**src/rtl/lmr_pkg.sv**
```systemverilog
package lmr_pkg;
    localparam int TYPE_W = 3;
    localparam int RCV_W  = 3;
    localparam int PL_W   = 8;
    localparam int LIM_W  = 6;
    localparam int OP_W   = 2;

    typedef struct packed {
        logic [TYPE_W-1:0] mtype;
        logic [RCV_W-1:0]  rcv;
        logic [PL_W-1:0]   pl;
    } mword_t;

    localparam logic [TYPE_W-1:0] T_REPORT = 3'b001;
    localparam logic [TYPE_W-1:0] T_SET    = 3'b010;
    localparam logic [TYPE_W-1:0] T_STEP_T = 3'b011;
    localparam logic [TYPE_W-1:0] T_STEP_V = 3'b100;
    localparam logic [TYPE_W-1:0] T_VEND   = 3'b101;

    localparam logic [RCV_W-1:0]  RCV_ONE  = 3'b001;
    localparam mword_t NOCMD_WORD = '{mtype: 3'b111, rcv: 3'b000, pl: 8'h9C};

    typedef enum logic [2:0] {
        K_IGNORE, K_FALLBACK, K_REPORT, K_SETLIM, K_VENDOR, K_SEQ
    } kind_t;

    typedef enum logic [OP_W-1:0] {
        OP_NORMAL = 2'b00, OP_CLEAR = 2'b01, OP_STEP_T = 2'b10, OP_STEP_V = 2'b11
    } seqop_t;

    typedef enum logic {S_IDLE, S_BUSY} state_t;
endpackage

```
**src/rtl/lmr_report.sv**
```systemverilog
module lmr_report
    import lmr_pkg::*;
(
    input  logic [PL_W-1:0] code,
    input  logic [4:0]      cap_flags,
    input  logic [6:0]      cap_volt_steps,
    input  logic [5:0]      cap_time_steps,
    input  logic [6:0]      cap_max_toff,
    input  logic [6:0]      cap_max_voff,
    input  logic [5:0]      cap_rate_volt,
    input  logic [5:0]      cap_rate_time,
    input  logic [6:0]      cap_samples,
    input  logic [4:0]      cap_max_lanes,
    output logic [PL_W-1:0] rpt_pl,
    output logic            rpt_hit
);
    always_comb begin
        rpt_hit = 1'b1;
        rpt_pl  = '0;
        case (code)
            8'h88:   rpt_pl = {3'b000, cap_flags};
            8'h89:   rpt_pl = {1'b0, cap_volt_steps};
            8'h8A:   rpt_pl = {2'b00, cap_time_steps};
            8'h8B:   rpt_pl = {1'b0, cap_max_toff};
            8'h8C:   rpt_pl = {1'b0, cap_max_voff};
            8'h8D:   rpt_pl = {2'b00, cap_rate_volt};
            8'h8E:   rpt_pl = {2'b00, cap_rate_time};
            8'h8F:   rpt_pl = {1'b0, cap_samples};
            8'h90:   rpt_pl = {3'b000, cap_max_lanes};
            default: rpt_hit = 1'b0;
        endcase
    end
endmodule

```
**src/rtl/lmr_decode.sv**
```systemverilog
module lmr_decode
    import lmr_pkg::*;
(
    input  mword_t cmd,
    input  logic   rpt_hit,
    output kind_t  kind,
    output seqop_t op
);
    logic rcv_1_5, rcv_0_5, rcv_1_6;

    always_comb begin
        rcv_1_5 = (cmd.rcv >= 3'd1) && (cmd.rcv <= 3'd5);
        rcv_0_5 = (cmd.rcv <= 3'd5);
        rcv_1_6 = (cmd.rcv >= 3'd1) && (cmd.rcv <= 3'd6);
        kind    = K_FALLBACK;
        op      = OP_NORMAL;
        case (cmd.mtype)
            T_REPORT: begin
                if (!rcv_1_5)    kind = K_IGNORE;
                else if (rpt_hit) kind = K_REPORT;
                else             kind = K_FALLBACK;
            end
            T_SET: begin
                if (cmd.pl[7:6] == 2'b11) begin
                    kind = rcv_1_5 ? K_SETLIM : K_IGNORE;
                end else if (cmd.pl == 8'h0F) begin
                    kind = rcv_0_5 ? K_SEQ : K_IGNORE;
                    op   = OP_NORMAL;
                end else if (cmd.pl == 8'h55) begin
                    kind = rcv_0_5 ? K_SEQ : K_IGNORE;
                    op   = OP_CLEAR;
                end
            end
            T_STEP_T: begin
                kind = rcv_1_5 ? K_SEQ : K_IGNORE;
                op   = OP_STEP_T;
            end
            T_STEP_V: begin
                kind = rcv_1_6 ? K_SEQ : K_IGNORE;
                op   = OP_STEP_V;
            end
            T_VEND:  kind = K_VENDOR;
            default: kind = K_FALLBACK;
        endcase
    end
endmodule

```
**src/rtl/lmr_responder.sv**
```systemverilog
module lmr_responder
    import lmr_pkg::*;
(
    input  logic              clk,
    input  logic              rst_n,
    input  logic              ctl_valid,
    input  logic [TYPE_W-1:0] ctl_type,
    input  logic [RCV_W-1:0]  ctl_rcv,
    input  logic [PL_W-1:0]   ctl_payload,
    input  logic [4:0]        cap_flags,
    input  logic [6:0]        cap_volt_steps,
    input  logic [5:0]        cap_time_steps,
    input  logic [6:0]        cap_max_toff,
    input  logic [6:0]        cap_max_voff,
    input  logic [5:0]        cap_rate_volt,
    input  logic [5:0]        cap_rate_time,
    input  logic [6:0]        cap_samples,
    input  logic [4:0]        cap_max_lanes,
    input  logic              seq_done,
    input  logic [PL_W-1:0]   seq_resp,
    output logic              seq_req,
    output logic [OP_W-1:0]   seq_op,
    output logic [PL_W-1:0]   seq_arg,
    output logic [LIM_W-1:0]  err_limit,
    output logic [TYPE_W-1:0] sts_type,
    output logic [RCV_W-1:0]  sts_rcv,
    output logic [PL_W-1:0]   sts_payload
);
    state_t  state_q, state_d;
    mword_t  cmd_in, last_q, sts_q;
    kind_t   kind;
    seqop_t  op_d, op_q;
    logic [PL_W-1:0]   arg_q, rpt_pl;
    logic [TYPE_W-1:0] pend_type_q;
    logic [LIM_W-1:0]  lim_q;
    logic              rpt_hit, accept;

    assign cmd_in = '{mtype: ctl_type, rcv: ctl_rcv, pl: ctl_payload};
    assign accept = ctl_valid && (state_q == S_IDLE) && (cmd_in != last_q);

    lmr_report u_report (
        .code(ctl_payload), .cap_flags(cap_flags), .cap_volt_steps(cap_volt_steps),
        .cap_time_steps(cap_time_steps), .cap_max_toff(cap_max_toff),
        .cap_max_voff(cap_max_voff), .cap_rate_volt(cap_rate_volt),
        .cap_rate_time(cap_rate_time), .cap_samples(cap_samples),
        .cap_max_lanes(cap_max_lanes), .rpt_pl(rpt_pl), .rpt_hit(rpt_hit)
    );

    lmr_decode u_decode (
        .cmd(cmd_in), .rpt_hit(rpt_hit), .kind(kind), .op(op_d)
    );

    // State register
    always_ff @(posedge clk) begin
        if (!rst_n) state_q <= S_IDLE;
        else        state_q <= state_d;
    end

    // Next state
    always_comb begin
        state_d = state_q;
        unique case (state_q)
            S_IDLE: if (accept && kind == K_SEQ) state_d = S_BUSY;
            S_BUSY: if (seq_done)                state_d = S_IDLE;
            default: state_d = S_IDLE;
        endcase
    end

    // Outputs and datapath registers
    always_ff @(posedge clk) begin
        if (!rst_n) begin
            sts_q       <= NOCMD_WORD;
            last_q      <= NOCMD_WORD;
            lim_q       <= '0;
            op_q        <= OP_NORMAL;
            arg_q       <= '0;
            pend_type_q <= '0;
        end else begin
            unique case (state_q)
                S_IDLE: begin
                    if (accept) begin
                        last_q <= cmd_in;
                        unique case (kind)
                            K_REPORT:   sts_q <= '{mtype: T_REPORT, rcv: RCV_ONE, pl: rpt_pl};
                            K_FALLBACK: sts_q <= NOCMD_WORD;
                            K_SETLIM: begin
                                lim_q <= ctl_payload[LIM_W-1:0];
                                sts_q <= '{mtype: T_REPORT, rcv: RCV_ONE,
                                           pl: {2'b11, ctl_payload[LIM_W-1:0]}};
                            end
                            K_VENDOR:   sts_q <= '{mtype: T_VEND, rcv: RCV_ONE, pl: ctl_payload};
                            K_SEQ: begin
                                op_q        <= op_d;
                                arg_q       <= ctl_payload;
                                pend_type_q <= ctl_type;
                            end
                            K_IGNORE:   ;
                            default:    ;
                        endcase
                    end
                end
                S_BUSY: begin
                    if (seq_done) begin
                        if (op_q == OP_NORMAL || op_q == OP_CLEAR)
                            sts_q <= '{mtype: T_SET, rcv: RCV_ONE, pl: arg_q};
                        else
                            sts_q <= '{mtype: pend_type_q, rcv: RCV_ONE, pl: seq_resp};
                    end
                end
                default: ;
            endcase
        end
    end

    assign seq_req     = (state_q == S_BUSY);
    assign seq_op      = op_q;
    assign seq_arg     = arg_q;
    assign err_limit   = lim_q;
    assign sts_type    = sts_q.mtype;
    assign sts_rcv     = sts_q.rcv;
    assign sts_payload = sts_q.pl;
endmodule

```
**config.mk**
```make
export PLATFORM = sky130hd
export DESIGN_NAME = lmr_responder
export DESIGN_NICKNAME = d
export VERILOG_FILES = /design/src/rtl/lmr_pkg.sv /design/src/rtl/lmr_report.sv /design/src/rtl/lmr_decode.sv /design/src/rtl/lmr_responder.sv
export SDC_FILE = /design/constraint.sdc
export NUM_CORES = 1
export LEC_CHECK = 0
export BUFFER_PORTS_ARGS = -buffer_cell sky130_fd_sc_hd__buf_2
export CAP_MARGIN = 20
export CORE_UTILIZATION = 45
export DETAILED_ROUTE_END_ITERATION = 10
export PLACE_DENSITY = 0.77
export SYNTH_ARGS = -nofsm -noshare
export SYNTH_HDL_FRONTEND = slang
export SYNTH_SLANG_ARGS = --single-unit
```
**constraint.sdc**
```tcl
create_clock -name clk -period 1.8 [get_ports clk]
set_input_delay 0.09 -clock clk [delete_from_list [all_inputs] [get_ports clk]]
set_output_delay 0.09 -clock clk [all_outputs]
set_load 0.01 [all_outputs]
```
==> results.py <==
metrics = {
    "clock_network": {
        "cts_tree": "built",
        "numClockSinks": 46,
        "clkLatencyLatePin_ns": 0.31,
        "htreeDepth": 2,
        "numCtsBuffers": 5,
        "clkTransAtPathRegs_ns": 0.08,
        "root_buffer": "clkbuf_8",
        "cts_buffer_depth": 2,
    },
    "logic_synthesis": {
        "synth-async-reset-ratio_pct": 0,
        "ys_seq_area_share_pct": 29.9,
        "synth-adder-area-share_pct": 0,
        "netlist_area_sq_um": 3080,
        "synthSimpleGateAreaFrac_pct": 22.2,
        "synth_top_family_by_area": "compound AO/OA/AOI/OAI gates",
        "synth_area_per_cell_sq_um": 8.63,
        "yosys_warnings": 0,
        "yosysUniqueCellTypes": 70,
        "ys.flop_type": "dfxtp_1",
        "synth_seq_cells": 46,
        "synth_xor_area_share_pct": 3.98,
        "synth_mux_area_share_pct": 14.0,
        "synth_cells": 357,
        "synth_edf_count": 0,
        "synth_compound_area_share_pct": 24.2,
    },
    "status": {
        "status": "finished, violations left",
        "violations": "design-rule violations, negative setup slack",
    },
    "cells_and_area": {
        "fillers": 504,
        "area_growth_pct": 43.9,
        "layout-drive-gt1-share_pct": 47.7,
        "final_cells": 586,
        "final_common_cell": "buf_2",
        "diodes": 0,
        "final_area_sq_um": 4440,
        "fin_nets": 590,
        "layout_common_cells": "buf_2 (110), buf_4 (63), dfxtp_1 (36), mux2i_1 (25)",
    },
    "worst_setup_path": {
        "r2r_slack_ns": -0.18,
        "cp.required_ns": 2.04,
        "cp_max_fo": 6,
        "cp-start-kind": "flop",
        "crit_path_end_kind": "flop",
        "path_class": "flop to flop",
        "worstPathArrival_ns": 2.21,
    },
    "timing": {
        "fin_crit_ns": 1.98,
        "setup_viol": 23,
        "rsz0062_at_grt": "yes",
        "max_freq_mhz": 506,
        "hold_viol": 0,
        "slew_violations": 0,
        "holdWs_ns": 0.0578,
        "fin_crit_sh_pct": 110,
        "fin_skew_ns": 0.0103,
        "layout_setup_ws_ns": -0.177,
    },
    "detailed_routing": {
        "wire_per_inst_um": 17.1,
        "remaining_drc_errors": 12,
        "drt_iter0_drc": 225,
        "first_pass_iters": 9,
        "wirelength_um": 10000,
        "vias_per_cell": 5.89,
        "postRouteAntennaNets": 0,
        "vias": 3453,
    },
    "global_routing": {
        "grt_overflow": 0,
        "grt_antenna_before_repair": 0,
        "grt_pass1_wl_um": 15500,
        "globalRouteTotalUtil_pct": 27.3,
        "grt_max_degree": 27,
        "grt_pass1_vias": 3151,
    },
    "die": {
        "initial_core_util_pct": 47.4,
        "core_sq_um": 6490,
        "io_pins": 113,
        "die-width_um": 84.8,
        "rows": 29,
        "fp.dieH_um": 84.8,
        "dieArea_sq_um": 7180,
    },
    "place": {
        "pre_cts_ws_ns": -0.262,
        "hpwl_um": 7570,
        "gp_congestion": 0.903,
        "dpl_cell_area_sq_um": 4100,
        "numPortBuffers": 110,
        "dpl.cell_count": 575,
    },
    "worst_hold_path": {
        "hold_path_class": "primary input to flop",
    },
    "pwr": {
        "ir_drop_mv": 0.720,
        "p_per_area_nw_per_um2": 616,
        "leakage_nw": 1.97,
    },
    "job": {
        "cap_violations": 0,
    },
}
==> worst max-delay path, stage by stage, from the launching register on <==
cell,delay [ns]
dfxtp_1,0.36
xor2_1,0.21
nor4_2,0.08
nand4_1,0.18
o211ai_1,0.25
buf_4,0.22
or4_1,0.45
a21oi_2,0.16
==> Yosys cell counts (2+ instances only) <==
master	count	area, sq um
a221oi_1	5	43.8
a211oi_1	7	52.6
o21ai_0	16	80.1
nor4bb_1	3	30.0
xor2_1	14	123
a2bb2oi_1	2	17.5
buf_2	11	55.1
and4_1	5	43.8
o31ai_1	6	45.0
buf_4	5	37.5
dfxtp_1	46	921
o41ai_1	3	26.3
nor3_1	4	20.0
nor2b_1	13	81.3
inv_1	4	15.0
clkbuf_1	17	63.8
o311ai_1	6	52.6
nor3_2	2	20.0
nand2b_1	4	25.0
nand3_1	14	70.1
mux4_2	5	113
and2_1	2	12.5
mux2_2	6	67.6
a21o_1	2	15.0
nor2_1	24	90.1
nand4_1	2	12.5
nand4b_1	2	17.5
nand2_1	23	86.3
mux2i_1	25	250
a21oi_1	19	95.1
a22oi_1	9	67.6
a31oi_1	7	43.8
o211ai_1	4	30.0
nor4_1	4	25.0
==> stage by stage <==
stage	power, mW	utilization (%)	TNS (ns)
2_1_floorplan	1.56	-	-0.527
3_3_place_gp	1.86	63.1	-6.89
3_5_place_dp	1.88	63.1	-8.49
4_1_cts	2.66	65.7	-0.677
5_1_grt	2.85	68.3	-5.26
6_report	2.73	68.3	-1.41
==> logic make-up after synthesis <==
family / count (synthesis)
AOI/OAI and AO/OA: 105
buffers and inverters: 38
muxes: 36
DFF: 46
and+or+nand+nor: 117
xor gates and xnor gates: 14
other: 1
==> state kept, by name, indices dropped and copies added (netlist names) <==
| name | count |
|---|---|
| pend_type_q | 3 |
| seq_req | 1 |
| last_q | 14 |
| sts_payload | 8 |
| seq_arg | 8 |
| seq_op | 2 |
| sts_rcv | 1 |
| err_limit | 6 |
| sts_type | 3 |
==> power breakdown <==
group	switching [mW]	internal [mW]	total, mW
clock network	0.354	0.416	0.769
logic	0.434	0.402	0.836
registers	0.0456	1.08	1.13
total	0.833	1.90	2.73
==> layout make-up <==
class                   instances  area, sq um  area share, %
repair buffers                177         1090           24.5
clock buffers                   7         76.3           1.72
inverters                       4         15.0          0.339
well taps                      77         96.3           2.17
flip-flops and latches         46          933           21.0
clock inverters                 1         30.0          0.677
multi-input cells             274         2200           49.6
==> final timing paths <==
check               from           to  cells after the start
max           last_q[12]    seq_op[0]                      7
min          ctl_type[1]   last_q[12]                      3
max reg2reg   last_q[12]    seq_op[0]                      7
min reg2reg  sts_type[0]  sts_type[0]                      1
==> layer usage <==
layer  vias up  global-route usage (%)  wire, um
met5         -                       0         0
met4         0                    7.09       235
met3        18                    3.93       716
met2       154                    47.5      4850
met1      1626                    35.3      4230
li1       1655                       -         -
==> repair_timing <==
action / in CTS / in global routing
pin swaps: 23 / 21
setup endpoints to repair: 46 / 46
setup buffers: 0 / 3
hold buffers: 0 / 0
endpoints found under the hold margin: 0 / 0
resized for setup: 16 / 32
No activity file was read; power rests on OpenSTA's default activity.
